$ cat config.mk
export PLATFORM = sky130hd
export DESIGN_NAME = async_sram_ctrl
export DESIGN_NICKNAME = d
export VERILOG_FILES = /design/src/rtl/sram_ctl_pkg.sv /design/src/rtl/sram_seq_fsm.sv /design/src/rtl/sram_pin_drive.sv /design/src/rtl/sram_rd_capture.sv /design/src/rtl/async_sram_ctrl.sv
export SDC_FILE = /design/constraint.sdc
export NUM_CORES = 1
export LEC_CHECK = 0
export BUFFER_PORTS_ARGS = -buffer_cell sky130_fd_sc_hd__buf_2
export CAP_MARGIN = 20
export CORE_ASPECT_RATIO = 0.9
export CORE_MARGIN = 1.5
export CORE_UTILIZATION = 51
export DETAILED_ROUTE_END_ITERATION = 6
export MAX_ROUTING_LAYER = met4
export PLACE_DENSITY = 0.84
export RECOVER_POWER = 100
export SKIP_CTS_REPAIR_TIMING = 1
export SYNTH_ARGS = -nofsm -noshare
export SYNTH_HDL_FRONTEND = slang
export SYNTH_HIERARCHICAL = 1
export SYNTH_SLANG_ARGS = --single-unit
export TNS_END_PERCENT = 100
$ cat constraint.sdc
create_clock -name clk -period 2.37 [get_ports clk]
set_input_delay 0.237 -clock clk [delete_from_list [all_inputs] [get_ports clk]]
set_output_delay 0.237 -clock clk [all_outputs]
set_load 0.005 [all_outputs]
$ cat src/rtl/sram_ctl_pkg.sv
// Shared types and cycle-count arithmetic for the static RAM sequencer.
// Assumes all timing values are positive integers in nanoseconds.
package sram_ctl_pkg;

    typedef enum logic [2:0] {
        ST_IDLE  = 3'd0,
        ST_READ  = 3'd1,
        ST_WRITE = 3'd2,
        ST_WREC  = 3'd3,
        ST_TURN  = 3'd4
    } seq_state_t;

    // Rounded-up quotient of a time by the clock period, never below one.
    function automatic int ns_to_cyc(input int ns, input int period);
        int c;
        c = (ns + period - 1) / period;
        return (c < 1) ? 1 : c;
    endfunction

    function automatic int imax(input int a, input int b);
        return (a > b) ? a : b;
    endfunction

endpackage

$ cat src/rtl/sram_seq_fsm.sv
// Access sequencer: holds the phase state and a down-counter for the
// current window, raises ready only when idle and pulses done once per
// access. Assumes every window length parameter except WREC_CYC is >= 1.
module sram_seq_fsm
    import sram_ctl_pkg::*;
#(
    parameter int RD_CYC   = 4,
    parameter int WL_CYC   = 3,
    parameter int WREC_CYC = 1,
    parameter int TA_CYC   = 2,
    parameter int CNT_W    = 3
) (
    input  logic       clk,
    input  logic       rst_n,
    input  logic       req_valid,
    input  logic       req_write,
    output logic       req_ready,
    output logic       accept,
    output logic       rd_last,
    output logic       rsp_done,
    output seq_state_t state_nx
);

    localparam logic [CNT_W-1:0] RD_LD   = CNT_W'(RD_CYC - 1);
    localparam logic [CNT_W-1:0] WL_LD   = CNT_W'(WL_CYC - 1);
    localparam logic [CNT_W-1:0] WREC_LD = CNT_W'((WREC_CYC > 0) ? WREC_CYC - 1 : 0);
    localparam logic [CNT_W-1:0] TA_LD   = CNT_W'(TA_CYC - 1);

    seq_state_t       state_q;
    logic [CNT_W-1:0] cnt_q, cnt_nx;
    logic             win_end;

    assign req_ready = (state_q == ST_IDLE);
    assign accept    = req_valid && req_ready;
    assign win_end   = (cnt_q == '0);
    assign rd_last   = (state_q == ST_READ) && win_end;

    // Next phase and window counter.
    always_comb begin
        state_nx = state_q;
        cnt_nx   = cnt_q;
        case (state_q)
            ST_IDLE: begin
                if (accept) begin
                    state_nx = req_write ? ST_WRITE : ST_READ;
                    cnt_nx   = req_write ? WL_LD : RD_LD;
                end
            end
            ST_READ: begin
                if (win_end) begin
                    state_nx = ST_TURN;
                    cnt_nx   = TA_LD;
                end else begin
                    cnt_nx = cnt_q - 1'b1;
                end
            end
            ST_WRITE: begin
                if (win_end) begin
                    state_nx = (WREC_CYC > 0) ? ST_WREC : ST_IDLE;
                    cnt_nx   = WREC_LD;
                end else begin
                    cnt_nx = cnt_q - 1'b1;
                end
            end
            ST_WREC, ST_TURN: begin
                if (win_end) state_nx = ST_IDLE;
                else         cnt_nx   = cnt_q - 1'b1;
            end
            default: begin
                state_nx = ST_IDLE;
                cnt_nx   = '0;
            end
        endcase
    end

    // Phase, counter and done-pulse registers.
    always_ff @(posedge clk) begin
        if (!rst_n) begin
            state_q  <= ST_IDLE;
            cnt_q    <= '0;
            rsp_done <= 1'b0;
        end else begin
            state_q  <= state_nx;
            cnt_q    <= cnt_nx;
            rsp_done <= ((state_q == ST_READ) || (state_q == ST_WRITE)) && win_end;
        end
    end

    // done never lasts two cycles.
    a_r8_done_single: assert property (@(posedge clk) disable iff (!rst_n)
        rsp_done |=> !rsp_done);

    // a busy sequencer never reports ready in the cycle after an accept.
    a_r7_busy_after_accept: assert property (@(posedge clk) disable iff (!rst_n)
        accept |=> !req_ready);

endmodule

$ cat src/rtl/sram_pin_drive.sv
// Memory-side pin registers: strobes, address, outgoing byte and drive
// enable are all registered from the next phase, so the pins never glitch.
// Assumes address and write byte are captured only on an accepted request.
module sram_pin_drive
    import sram_ctl_pkg::*;
#(
    parameter int ADDR_W = 15,
    parameter int DATA_W = 8
) (
    input  logic              clk,
    input  logic              rst_n,
    input  seq_state_t        state_nx,
    input  logic              accept,
    input  logic [ADDR_W-1:0] req_addr,
    input  logic [DATA_W-1:0] req_wdata,
    output logic              mem_sel_n,
    output logic              mem_rd_n,
    output logic              mem_wr_n,
    output logic [ADDR_W-1:0] mem_addr,
    output logic [DATA_W-1:0] mem_dq_out,
    output logic              mem_dq_oe
);

    // Strobe and drive-enable registers decoded from the next phase.
    always_ff @(posedge clk) begin
        if (!rst_n) begin
            mem_sel_n <= 1'b1;
            mem_rd_n  <= 1'b1;
            mem_wr_n  <= 1'b1;
            mem_dq_oe <= 1'b0;
        end else begin
            mem_sel_n <= !((state_nx == ST_READ) || (state_nx == ST_WRITE));
            mem_rd_n  <= (state_nx != ST_READ);
            mem_wr_n  <= (state_nx != ST_WRITE);
            mem_dq_oe <= (state_nx == ST_WRITE);
        end
    end

    // Address and write-byte capture on an accepted request.
    always_ff @(posedge clk) begin
        if (!rst_n) begin
            mem_addr   <= '0;
            mem_dq_out <= '0;
        end else if (accept) begin
            mem_addr   <= req_addr;
            mem_dq_out <= req_wdata;
        end
    end

    // write strobe and read-drive strobe never overlap.
    a_r9_no_rd_wr_overlap: assert property (@(posedge clk) disable iff (!rst_n)
        !(!mem_wr_n && !mem_rd_n));

    // the bus is driven only inside a selected write strobe.
    a_r4_drive_in_strobe: assert property (@(posedge clk) disable iff (!rst_n)
        mem_dq_oe |-> (!mem_wr_n && !mem_sel_n));

    // drive is gone in the cycle the write strobe rises.
    a_r4_release_on_rise: assert property (@(posedge clk) disable iff (!rst_n)
        $rose(mem_wr_n) |-> !mem_dq_oe);

    // address holds while select stays low.
    a_r3_addr_held: assert property (@(posedge clk) disable iff (!rst_n)
        (!mem_sel_n && $past(!mem_sel_n)) |-> $stable(mem_addr));

endmodule

$ cat src/rtl/sram_rd_capture.sv
// Read-data register: samples the incoming byte at the end of the last
// cycle of the read window and holds it for the done pulse.
// Assumes rd_last is high for exactly one cycle per read.
module sram_rd_capture #(
    parameter int DATA_W = 8
) (
    input  logic              clk,
    input  logic              rst_n,
    input  logic              rd_last,
    input  logic [DATA_W-1:0] mem_dq_in,
    output logic [DATA_W-1:0] rsp_rdata
);

    // Capture register for the read byte.
    always_ff @(posedge clk) begin
        if (!rst_n)       rsp_rdata <= '0;
        else if (rd_last) rsp_rdata <= mem_dq_in;
    end

endmodule

$ cat src/rtl/async_sram_ctrl.sv
// Top of the static RAM sequencer: converts timing minima in nanoseconds
// into cycle counts and joins the phase machine, pin registers and read
// capture. Assumes one outstanding request at a time.
module async_sram_ctrl
    import sram_ctl_pkg::*;
#(
    parameter int CLK_NS  = 20,
    parameter int T_RC_NS = 70,
    parameter int T_AA_NS = 70,
    parameter int T_OE_NS = 35,
    parameter int T_WC_NS = 70,
    parameter int T_WP_NS = 50,
    parameter int T_CW_NS = 60,
    parameter int T_DW_NS = 30,
    parameter int T_HZ_NS = 25,
    parameter int ADDR_W  = 15,
    parameter int DATA_W  = 8
) (
    input  logic              clk,
    input  logic              rst_n,
    input  logic              req_valid,
    output logic              req_ready,
    input  logic              req_write,
    input  logic [ADDR_W-1:0] req_addr,
    input  logic [DATA_W-1:0] req_wdata,
    output logic              rsp_done,
    output logic [DATA_W-1:0] rsp_rdata,
    output logic              mem_sel_n,
    output logic              mem_rd_n,
    output logic              mem_wr_n,
    output logic [ADDR_W-1:0] mem_addr,
    output logic [DATA_W-1:0] mem_dq_out,
    input  logic [DATA_W-1:0] mem_dq_in,
    output logic              mem_dq_oe
);

    localparam int RD_CYC   = ns_to_cyc(imax(T_RC_NS, imax(T_AA_NS, T_OE_NS)), CLK_NS);
    localparam int WL_CYC   = ns_to_cyc(imax(T_WP_NS, imax(T_CW_NS, T_DW_NS)), CLK_NS);
    localparam int WC_CYC   = ns_to_cyc(T_WC_NS, CLK_NS);
    localparam int WREC_CYC = (WC_CYC > WL_CYC) ? (WC_CYC - WL_CYC) : 0;
    localparam int TA_CYC   = ns_to_cyc(T_HZ_NS, CLK_NS);
    localparam int MAX_CYC  = imax(imax(RD_CYC, WL_CYC), imax(WREC_CYC, TA_CYC));
    localparam int CNT_W    = (MAX_CYC < 2) ? 1 : $clog2(MAX_CYC);
    localparam int RUN_W    = CNT_W + 2;
    localparam logic [RUN_W-1:0] RUN_MAX = '1;

    seq_state_t state_nx;
    logic       accept;
    logic       rd_last;

    sram_seq_fsm #(
        .RD_CYC  (RD_CYC),
        .WL_CYC  (WL_CYC),
        .WREC_CYC(WREC_CYC),
        .TA_CYC  (TA_CYC),
        .CNT_W   (CNT_W)
    ) u_fsm (
        .clk      (clk),
        .rst_n    (rst_n),
        .req_valid(req_valid),
        .req_write(req_write),
        .req_ready(req_ready),
        .accept   (accept),
        .rd_last  (rd_last),
        .rsp_done (rsp_done),
        .state_nx (state_nx)
    );

    sram_pin_drive #(
        .ADDR_W(ADDR_W),
        .DATA_W(DATA_W)
    ) u_pins (
        .clk       (clk),
        .rst_n     (rst_n),
        .state_nx  (state_nx),
        .accept    (accept),
        .req_addr  (req_addr),
        .req_wdata (req_wdata),
        .mem_sel_n (mem_sel_n),
        .mem_rd_n  (mem_rd_n),
        .mem_wr_n  (mem_wr_n),
        .mem_addr  (mem_addr),
        .mem_dq_out(mem_dq_out),
        .mem_dq_oe (mem_dq_oe)
    );

    sram_rd_capture #(
        .DATA_W(DATA_W)
    ) u_cap (
        .clk      (clk),
        .rst_n    (rst_n),
        .rd_last  (rd_last),
        .mem_dq_in(mem_dq_in),
        .rsp_rdata(rsp_rdata)
    );

    // Checker counters: strobe-low run lengths and cycles since read-drive rose.
    logic [RUN_W-1:0] wr_run, rd_run, rd_gap;

    // Saturating run-length counters for the window checks.
    always_ff @(posedge clk) begin
        if (!rst_n) begin
            wr_run <= '0;
            rd_run <= '0;
            rd_gap <= RUN_MAX;
        end else begin
            wr_run <= mem_wr_n ? '0 : ((wr_run == RUN_MAX) ? wr_run : wr_run + 1'b1);
            rd_run <= mem_rd_n ? '0 : ((rd_run == RUN_MAX) ? rd_run : rd_run + 1'b1);
            rd_gap <= !mem_rd_n ? '0 : ((rd_gap == RUN_MAX) ? rd_gap : rd_gap + 1'b1);
        end
    end

    // write strobe low for exactly the write-strobe window.
    a_r4_wr_width: assert property (@(posedge clk) disable iff (!rst_n)
        $rose(mem_wr_n) |-> (wr_run == RUN_W'(WL_CYC)));

    // read-drive low for exactly the read window.
    a_r3_rd_width: assert property (@(posedge clk) disable iff (!rst_n)
        $rose(mem_rd_n) |-> (rd_run == RUN_W'(RD_CYC)));

    // a write strobe falls only after the bus-release turnaround.
    a_r6_turnaround: assert property (@(posedge clk) disable iff (!rst_n)
        $fell(mem_wr_n) |-> (rd_gap >= RUN_W'(TA_CYC)));

    // select is high whenever the sequencer is ready.
    a_r9_idle_deselected: assert property (@(posedge clk) disable iff (!rst_n)
        req_ready |-> mem_sel_n);

endmodule

=== Word level (Yosys, flattened, before mapping) ===
Cells that the tools add are included.
Widths: inputs -> output; s select.

* Add/subtract/negate cells: 1
* Eq/ne operators: 10
* Muxes and demuxes: 12
* Reductions and logical operators: 10

{| class="wikitable"
|+ Operators by type and width
! cell !! count
|-
| $mux 3 || 4
|-
| $pmux 3 s4 || 1
|-
| $mux 2 || 5
|-
| $eq 3x2->1 const B || 3
|-
| $pmux 2 s4 || 1
|-
| $eq 3x1->1 const B || 2
|-
| $ne 2x2->1 const B || 2
|-
| $eq 3x3->1 const B || 1
|-
| $logic_and 1x1->1 || 3
|-
| $logic_not 3->1 || 1
|-
| $ne 3x1->1 const B || 1
|-
| $ne 3x2->1 const B || 1
|-
| $logic_not 2->1 || 1
|-
| $logic_or 1x1->1 || 2
|-
| $reduce_and 2->1 || 1
|-
| $reduce_or 2->1 || 1
|-
| $sub 2x1->2 const B || 1
|-
| $logic_not 1->1 || 1
|-
| $mux 1 || 1
|}

* Flip-flop bits (word level): 41
* Input port bits: 35
* Output and inout port bits: 37
* Logic and storage cells: 43

=== Logic depth before layout (Yosys ltp) ===
Gate-level depths: netlist of the first run.

* Depth in word-level cells: 7
* Gate-level depth with buffers: 7
* Mapped depth without buffers: 7

=== By module ===
Netlist of the first run, hierarchy kept.

{| class="wikitable"
|+ By module, submodules not included
! module !! times used !! cells each !! area each (µm²) !! sequential area each (µm²)
|-
| sram_pin_drive || 1 || 85 || 1011.0 || 540.5
|-
| sram_seq_fsm || 1 || 57 || 490.5 || 120.1
|-
| sram_rd_capture || 1 || 25 || 301.5 || 160.2
|}

=== Worst setup path after synthesis of the first run ===
OpenSTA, ideal clock, no wires.

* Path type: reg-to-reg
* Start point: reg u_fsm.cnt_q[0]
* End point: reg u_cap.rsp_rdata[0]
* Library setup time: 0.116 ns
* Arrival time: 1.402 ns
* Required time: 2.254 ns
* Slack: 0.852 ns
* Stages on the path, launching flop included: 8
* Buffers on the path: 1
* Clock period less this slack: 1.518 ns
* Cell sequence: dfxtp_1 -> inv_1 -> ha_1 -> nand2b_1 -> nor3b_1 -> buf_6 -> mux2i_1 -> nor2b_1

* Word-level cells in the longest chain between the ends: 2

{| class="wikitable"
|+ RTL lines
! element !! line !! text
|-
| start: declaration || sram_seq_fsm.sv:30 || <nowiki>logic [CNT_W-1:0] cnt_q, cnt_nx;</nowiki>
|-
| start signal: assignment || sram_seq_fsm.sv:84 || <nowiki>cnt_q <= cnt_nx;</nowiki>
|-
| $logic_not 2->1 || sram_seq_fsm.sv:35 || <nowiki>assign win_end = (cnt_q == '0);</nowiki>
|-
| $logic_and 1x1->1 || sram_seq_fsm.sv:36 || <nowiki>assign rd_last = (state_q == ST_READ) && win_end;</nowiki>
|-
| via rd_last || async_sram_ctrl.sv:49 || <nowiki>logic rd_last;</nowiki>
|-
| end signal: assignment || sram_rd_capture.sv:17 || <nowiki>else if (rd_last) rsp_rdata <= mem_dq_in;</nowiki>
|-
| end: declaration || sram_rd_capture.sv:11 || <nowiki>output logic [DATA_W-1:0] rsp_rdata</nowiki>
|}

The timed path passes the listed nets, and every way through them passes these cells.
A chain may end at the register's enable or synchronous reset.

=== Final worst setup path of the first run ===
* Start point: reg u_fsm.state_q[1]
* End point: reg u_pins.mem_addr[10]

* Word-level cells in the longest chain between the ends: 2

{| class="wikitable"
|+ RTL lines
! element !! line !! text
|-
| start: declaration || sram_seq_fsm.sv:29 || <nowiki>seq_state_t state_q;</nowiki>
|-
| start signal: assignment || sram_seq_fsm.sv:83 || <nowiki>state_q <= state_nx;</nowiki>
|-
| $logic_not 3->1 || sram_seq_fsm.sv:33 || <nowiki>assign req_ready = (state_q == ST_IDLE);</nowiki>
|-
| $logic_and 1x1->1 || sram_seq_fsm.sv:34 || <nowiki>assign accept = req_valid && req_ready;</nowiki>
|-
| via accept || async_sram_ctrl.sv:48 || <nowiki>logic accept;</nowiki>
|-
| end signal: assignment || sram_pin_drive.sv:45 || <nowiki>mem_addr <= req_addr;</nowiki>
|-
| end: declaration || sram_pin_drive.sv:19 || <nowiki>output logic [ADDR_W-1:0] mem_addr,</nowiki>
|}

The timed path passes the listed nets, and every way through them passes these cells.

==> results.yml, run 1 <==
sta:
  worst_slack_ps: 598
  timing.fmax_mhz: 564
  skew_ps: 2.10
  fin_crit_ps: 1770
  slew_headroom: 0.676
  tightest_slew_ps: 486
  rsz0062_at_grt: "false"
  timing.final.hold_violations: 0
  hold_slack_ps: 208
  period_share: 0.748
  final.setup.tns_ps: 0
  setup_violations: 0
  slew_violations: 0
critical_path:
  end_kind: "flip-flop"
  r2r_start: "u_fsm/state_q[1]"
  crit_type: "reg -> reg"
  crit_fanout: 23
  crit_path_top_delay_cell: "dfxtp_1"
  crit_path_max_incr_delay_ps: 460
  reg2reg_slack_ps: 600
  path_cells: "or2_0, nor3_2, buf_4, mux2i_1, nor2b_1"
  cp_data_required_time_ps: 2550
  critPathLaunch: "u_fsm/state_q[1]"
  arrival_ps: 1950
  worst_setup_path_start_kind: "flip-flop"
floorplanning:
  start_util: 0.534
  core_um2: 3380
  die-area_um2: 3900
  design.portCount: 72
  std_cell_rows: 20
  dieWidth_um: 65.7
  fp.dieH_um: 59.4
route:
  via_count: 1373
  drc_errors: 0
  first_pass_iters: 4
  wl_per_cell_um: 12.2
  first_iter_violations: 46
  drtAntennaViolNets: 0
  vias_per_cell: 4.89
  wl_um: 3420
placed_design:
  gp_congestion: 0.808
  dp_hpwl_um: 2520
  port_buffers: 71
  dpl_cell_area_um2: 2130
  dp_slack_ps: 612
cts:
  cts_tree: "yes"
  cts-root-buf: "clkbuf_8"
  clkTransAtPathRegs_ps: 70
  cts.sinks: 41
  cts_htree_levels: 2
  clock_latency_ps: 290
  cts.path.max_buffers: 2
  cts_buffers: 5
synthesis:
  synthFlopType: "dfxtp_1"
  syn-num-nets: 205
  ys_warn_count: 6
  synthTopCellsByArea: "dfxtp_1 (46%), mux2i_1 (17%), nor2b_1 (12%), buf_6 (2.5%), buf_12 (2.2%)"
  ys_types: 37
  yosysTopAreaCellShare: 0.455
  synth_edf_count: 0
  ys_seq_elements: 41
  yosys.area.top_type: "dfxtp_1"
  synthCells: 167
  syn_area_um2: 1800
  seq_area_frac_synth: 0.455
  syn_area_per_cell_um2: 10.8
  ys_async_sr_fraction: 0
global_route:
  grt_util_all_layers: 0.190
  grt_overflow: 0
  grt_max_degree: 40
  grt_pass1_vias: 1255
  antenna_found_initial: 0
  grt_pass1_wl_um: 5420
layout:
  seq_area_um2: 821
  drive_gt1_frac: 0.236
  syn_to_final_growth_pct: 20.0
  nNetsFinal: 276
  multi_input_area_um2: 865
  n_antenna_cell: 0
  fill_cells: 313
  final_cell_area_um2: 2160
job:
  maxCapViolations: 0
pwr:
  powerDensity_nw_per_um2: 803
  p_leak_nw: 0.925
  peakVddDrop_mv: 0.522
  p_total_mw: 1.74
hold_path:
  hp-start: "req_wdata[0]"
  hold_path_class: "in -> reg"
run_status:
  status: "complete, no violations"
## through the flow
step / cells / utilization
floorplan: 167 / -
global placement: 275 / 0.631
detailed placement: 275 / 0.631
CTS: 281 / 0.653
global route: 281 / 0.640
finish: 281 / 0.640
## worst max-delay path, delay by kind of cell (launching register included)
kind | cells | cell delay, ps
AND/OR/NAND/NOR | 3 | 550
flip-flops | 1 | 460
buffers and inverters | 1 | 370
multiplexers | 1 | 270
## kinds of logic (layout without fill, tap and decap cells)
group | Yosys count | count (layout) | share of synthesized area
flip-flops | 41 | 41 | 0.455
adder cells (fa/ha/maj) | 3 | 3 | 0.0208
AND/OR/NAND/NOR | 65 | 65 | 0.218
AO/OA/AOI/OAI | 14 | 14 | 0.0673
XOR/XNOR | 1 | 1 | 0.00486
buffers and inverters | 12 | 82 | 0.0618
multiplexers | 31 | 31 | 0.172
## placed cells by master (no fill, tap or decap), drive strengths merged, types with 2 or more instances in the layout
cell    Yosys  routed
buf         7      48
dfxtp      41      41
nor2b      36      36
mux2i      31      31
clkbuf      2      30
nor2        6       6
nand2       6       6
and2        4       4
inv         3       3
nor3b       3       3
ha          3       3
nor3        3       3
or2         2       2
## report_power, final
part | switching [mW] | internal [mW] | total, mW
logic | 0.240 | 0.245 | 0.485
registers | 0.0670 | 0.778 | 0.845
clock network | 0.214 | 0.193 | 0.408
total | 0.521 | 1.22 | 1.74
## sequential cells by signal, indices dropped and copies added (netlist names)
name and flops:
u_pins/mem_dq_oe 1, u_pins/mem_sel_n 1, u_pins/mem_addr 15, u_cap/rsp_rdata 8, u_fsm/rsp_done 1, u_fsm/state_q 3, u_pins/mem_wr_n 1, u_pins/mem_rd_n 1
u_pins/mem_dq_out 8, u_fsm/cnt_q 2
## cell usage after synthesis (all sizes together) (2+ instances only)
| master | count |
|---|---|
| and2 | 4 |
| buf | 7 |
| clkbuf | 2 |
| dfxtp | 41 |
| ha | 3 |
| inv | 3 |
| mux2i | 31 |
| nand2 | 6 |
| nor2 | 6 |
| nor2b | 36 |
| nor3 | 3 |
| nor3b | 3 |
| or2 | 2 |
## final timing paths
| kind | endpoint | cells after the start |
|---|---|---|
| worst max-delay path | u_pins/mem_addr[10] | 5 |
| worst min register to register | u_fsm/cnt_q[1] | 2 |
| worst min-delay path | u_pins/mem_dq_out[0] | 3 |
| worst max register to register | u_pins/mem_addr[10] | 5 |
## per-layer routing
metal,track usage,up-vias,wire [um]
li1,-,704,-
met2,0.294,46,1580
met4,0.101,0,66
met1,0.222,616,1550
met5,-,-,0
met3,0.0551,7,229
## final cells by class
cell class,instances,area share
inverters,3,0.00521
well taps,44,0.0254
repair buffers,73,0.156
clock buffers,5,0.0318
flip-flops and latches,41,0.379
clock inverters,1,0.00231
multi-input cells,114,0.400
(Power assumes the default switching activity.)
==> inputs of run 2 (changes only) <==
Settings changed: CORE_UTILIZATION 51 to 43, PLACE_DENSITY 0.84 to 0.75.
Clock period 2.37 ns to 1.5 ns, I/O delays scaled along.
==> results.yml, run 2 (synthesis results as in run 1) <==
run_status:
  status: "complete, no violations"
placed_design:
  dpl_cell_area_um2: 2230
  port_buffers: 71
  dp_hpwl_um: 2490
  dp_slack_ps: -27.4
  gp_congestion: 0.803
cts:
  cts_buffers: 5
  cts_htree_levels: 2
  cts.path.max_buffers: 2
  cts.sinks: 41
  clock_latency_ps: 280
  clkTransAtPathRegs_ps: 70
  cts-root-buf: "clkbuf_8"
  cts_tree: "yes"
layout:
  post-route-util: 0.589
  final_cell_mix: "buf_2 (53), dfxtp_1 (38), nor2b_1 (33)"
  n_antenna_cell: 0
  final_common_cell: "buf_2"
  final_cell_area_um2: 2380
  nNetsFinal: 288
  syn_to_final_growth_pct: 32.2
  largest_reg_flops: 15
  drive_gt1_frac: 0.367
  top_regs: "u_pins/mem_addr (15), u_cap/rsp_rdata (8), u_pins/mem_dq_out (8)"
  fill_cells: 374
  regMostFlops: "u_pins/mem_addr"
sta:
  timing.final.hold_violations: 0
  worst_slack_ps: 65.5
  rsz0062_at_grt: "true"
  timing.fmax_mhz: 697
  slew_headroom: 0.812
  slew_violations: 0
  skew_ps: 4.30
  tightest_slew_ps: 281
  fin_crit_ps: 1430
  period_share: 0.956
  setup_violations: 0
critical_path:
  cp_data_required_time_ps: 1700
  crit_path_top_delay_cell: "dfxtp_2"
  path_cells: "inv_2, ha_4, buf_4, o21a_1, a221oi_2, o41ai_2, a21boi_1"
  worst_setup_path_start_kind: "flip-flop"
  crit_type: "reg -> reg"
  arrival_ps: 1640
  critical-path-top-delay-family: "compound AO/OA/AOI/OAI gates"
  crit_fanout: 8
  crit_path_max_incr_delay_ps: 330
  end_kind: "flip-flop"
  path_buf_inv: 2
global_route:
  grt_max_degree: 24
  grt_util_all_layers: 0.161
  grt_pass1_vias: 1269
  grt_overflow: 0
  antenna_found_initial: 0
  grt_pass1_wl_um: 5650
floorplanning:
  start_util: 0.446
  dieWidth_um: 71.3
  fp.dieH_um: 64.4
  die-area_um2: 4590
  std_cell_rows: 22
  design.portCount: 72
  core_um2: 4050
pwr:
  p_leak_nw: 1.06
  p_total_mw: 3.22
  peakVddDrop_mv: 0.674
  powerDensity_nw_per_um2: 1350
route:
  first_iter_violations: 93
  first_pass_iters: 5
  wl_um: 3530
  drc_errors: 0
  drtAntennaViolNets: 0
  via_count: 1386
  vias_per_cell: 4.64
  wl_per_cell_um: 11.8
job:
  maxCapViolations: 0
hold_path:
  hold_path_class: "in -> reg"
[run 2: changes by cell type in the layout (fill, tap and decap cells not counted), sizes merged]
cell | previous run | this run
buf | 48 | 67
clkbuf | 30 | 25
bufinv | 0 | 1
clkinv | 1 | 0
[run 2: worst register-to-register path: cells and delay by family, from the launching register on]
family,cells,cell delay (ps)
AO/OA/AOI/OAI,4,660
flip-flops,1,330
buffers and inverters,2,180
adder cells (fa/ha/maj),1,180
[run 2: area by class of cell]
type / instances / area, um2 / share of cell area
Multi-Input combinational cell: 114 / 917 / 0.385
Sequential cell: 41 / 825 / 0.346
Timing Repair Buffer: 85 / 454 / 0.191
Clock buffer: 7 / 86.3 / 0.0362
Tap cell: 48 / 60.1 / 0.0252
Clock inverter: 1 / 30.0 / 0.0126
Inverter: 3 / 11.3 / 0.00472
[run 2: path summary, 6_finish.rpt]
check | cells after the start | start | slack, ps | end
min reg2reg | 2 | u_pins/mem_addr[9] | 510 | u_pins/mem_addr[9]
max reg2reg | 7 | u_fsm/cnt_q[0] | 70 | u_fsm/cnt_q[1]
max | 7 | u_fsm/cnt_q[0] | 70 | u_fsm/cnt_q[1]
min | 3 | req_addr[14] | 120 | u_pins/mem_addr[14]
[run 2: per-layer routing]
metal / track usage / vias to the layer above / wire length, um
met3: 0.0575 / 5 / 217
met4: 0.0495 / 0 / 43
li1: - / 726 / -
met1: 0.205 / 603 / 1700
met2: 0.240 / 52 / 1570
met5: - / - / 0
[run 2: report_power, final]
part	internal, mW	total, mW	leakage, nW	switching (mW)
combinational	0.553	1.03	0.664	0.479
sequential	1.23	1.30	0.337	0.0694
clock	0.542	0.889	0.0585	0.347
[run 2: metrics by stage]
stage	TNS (ps)	hold slack (ps)	instances
after floorplan	0	272	167
after global placement	0	406	289
after detailed placement	-140	415	289
after CTS	-299	113	297
after global routing	-44.0	112	299
final	0	123	299
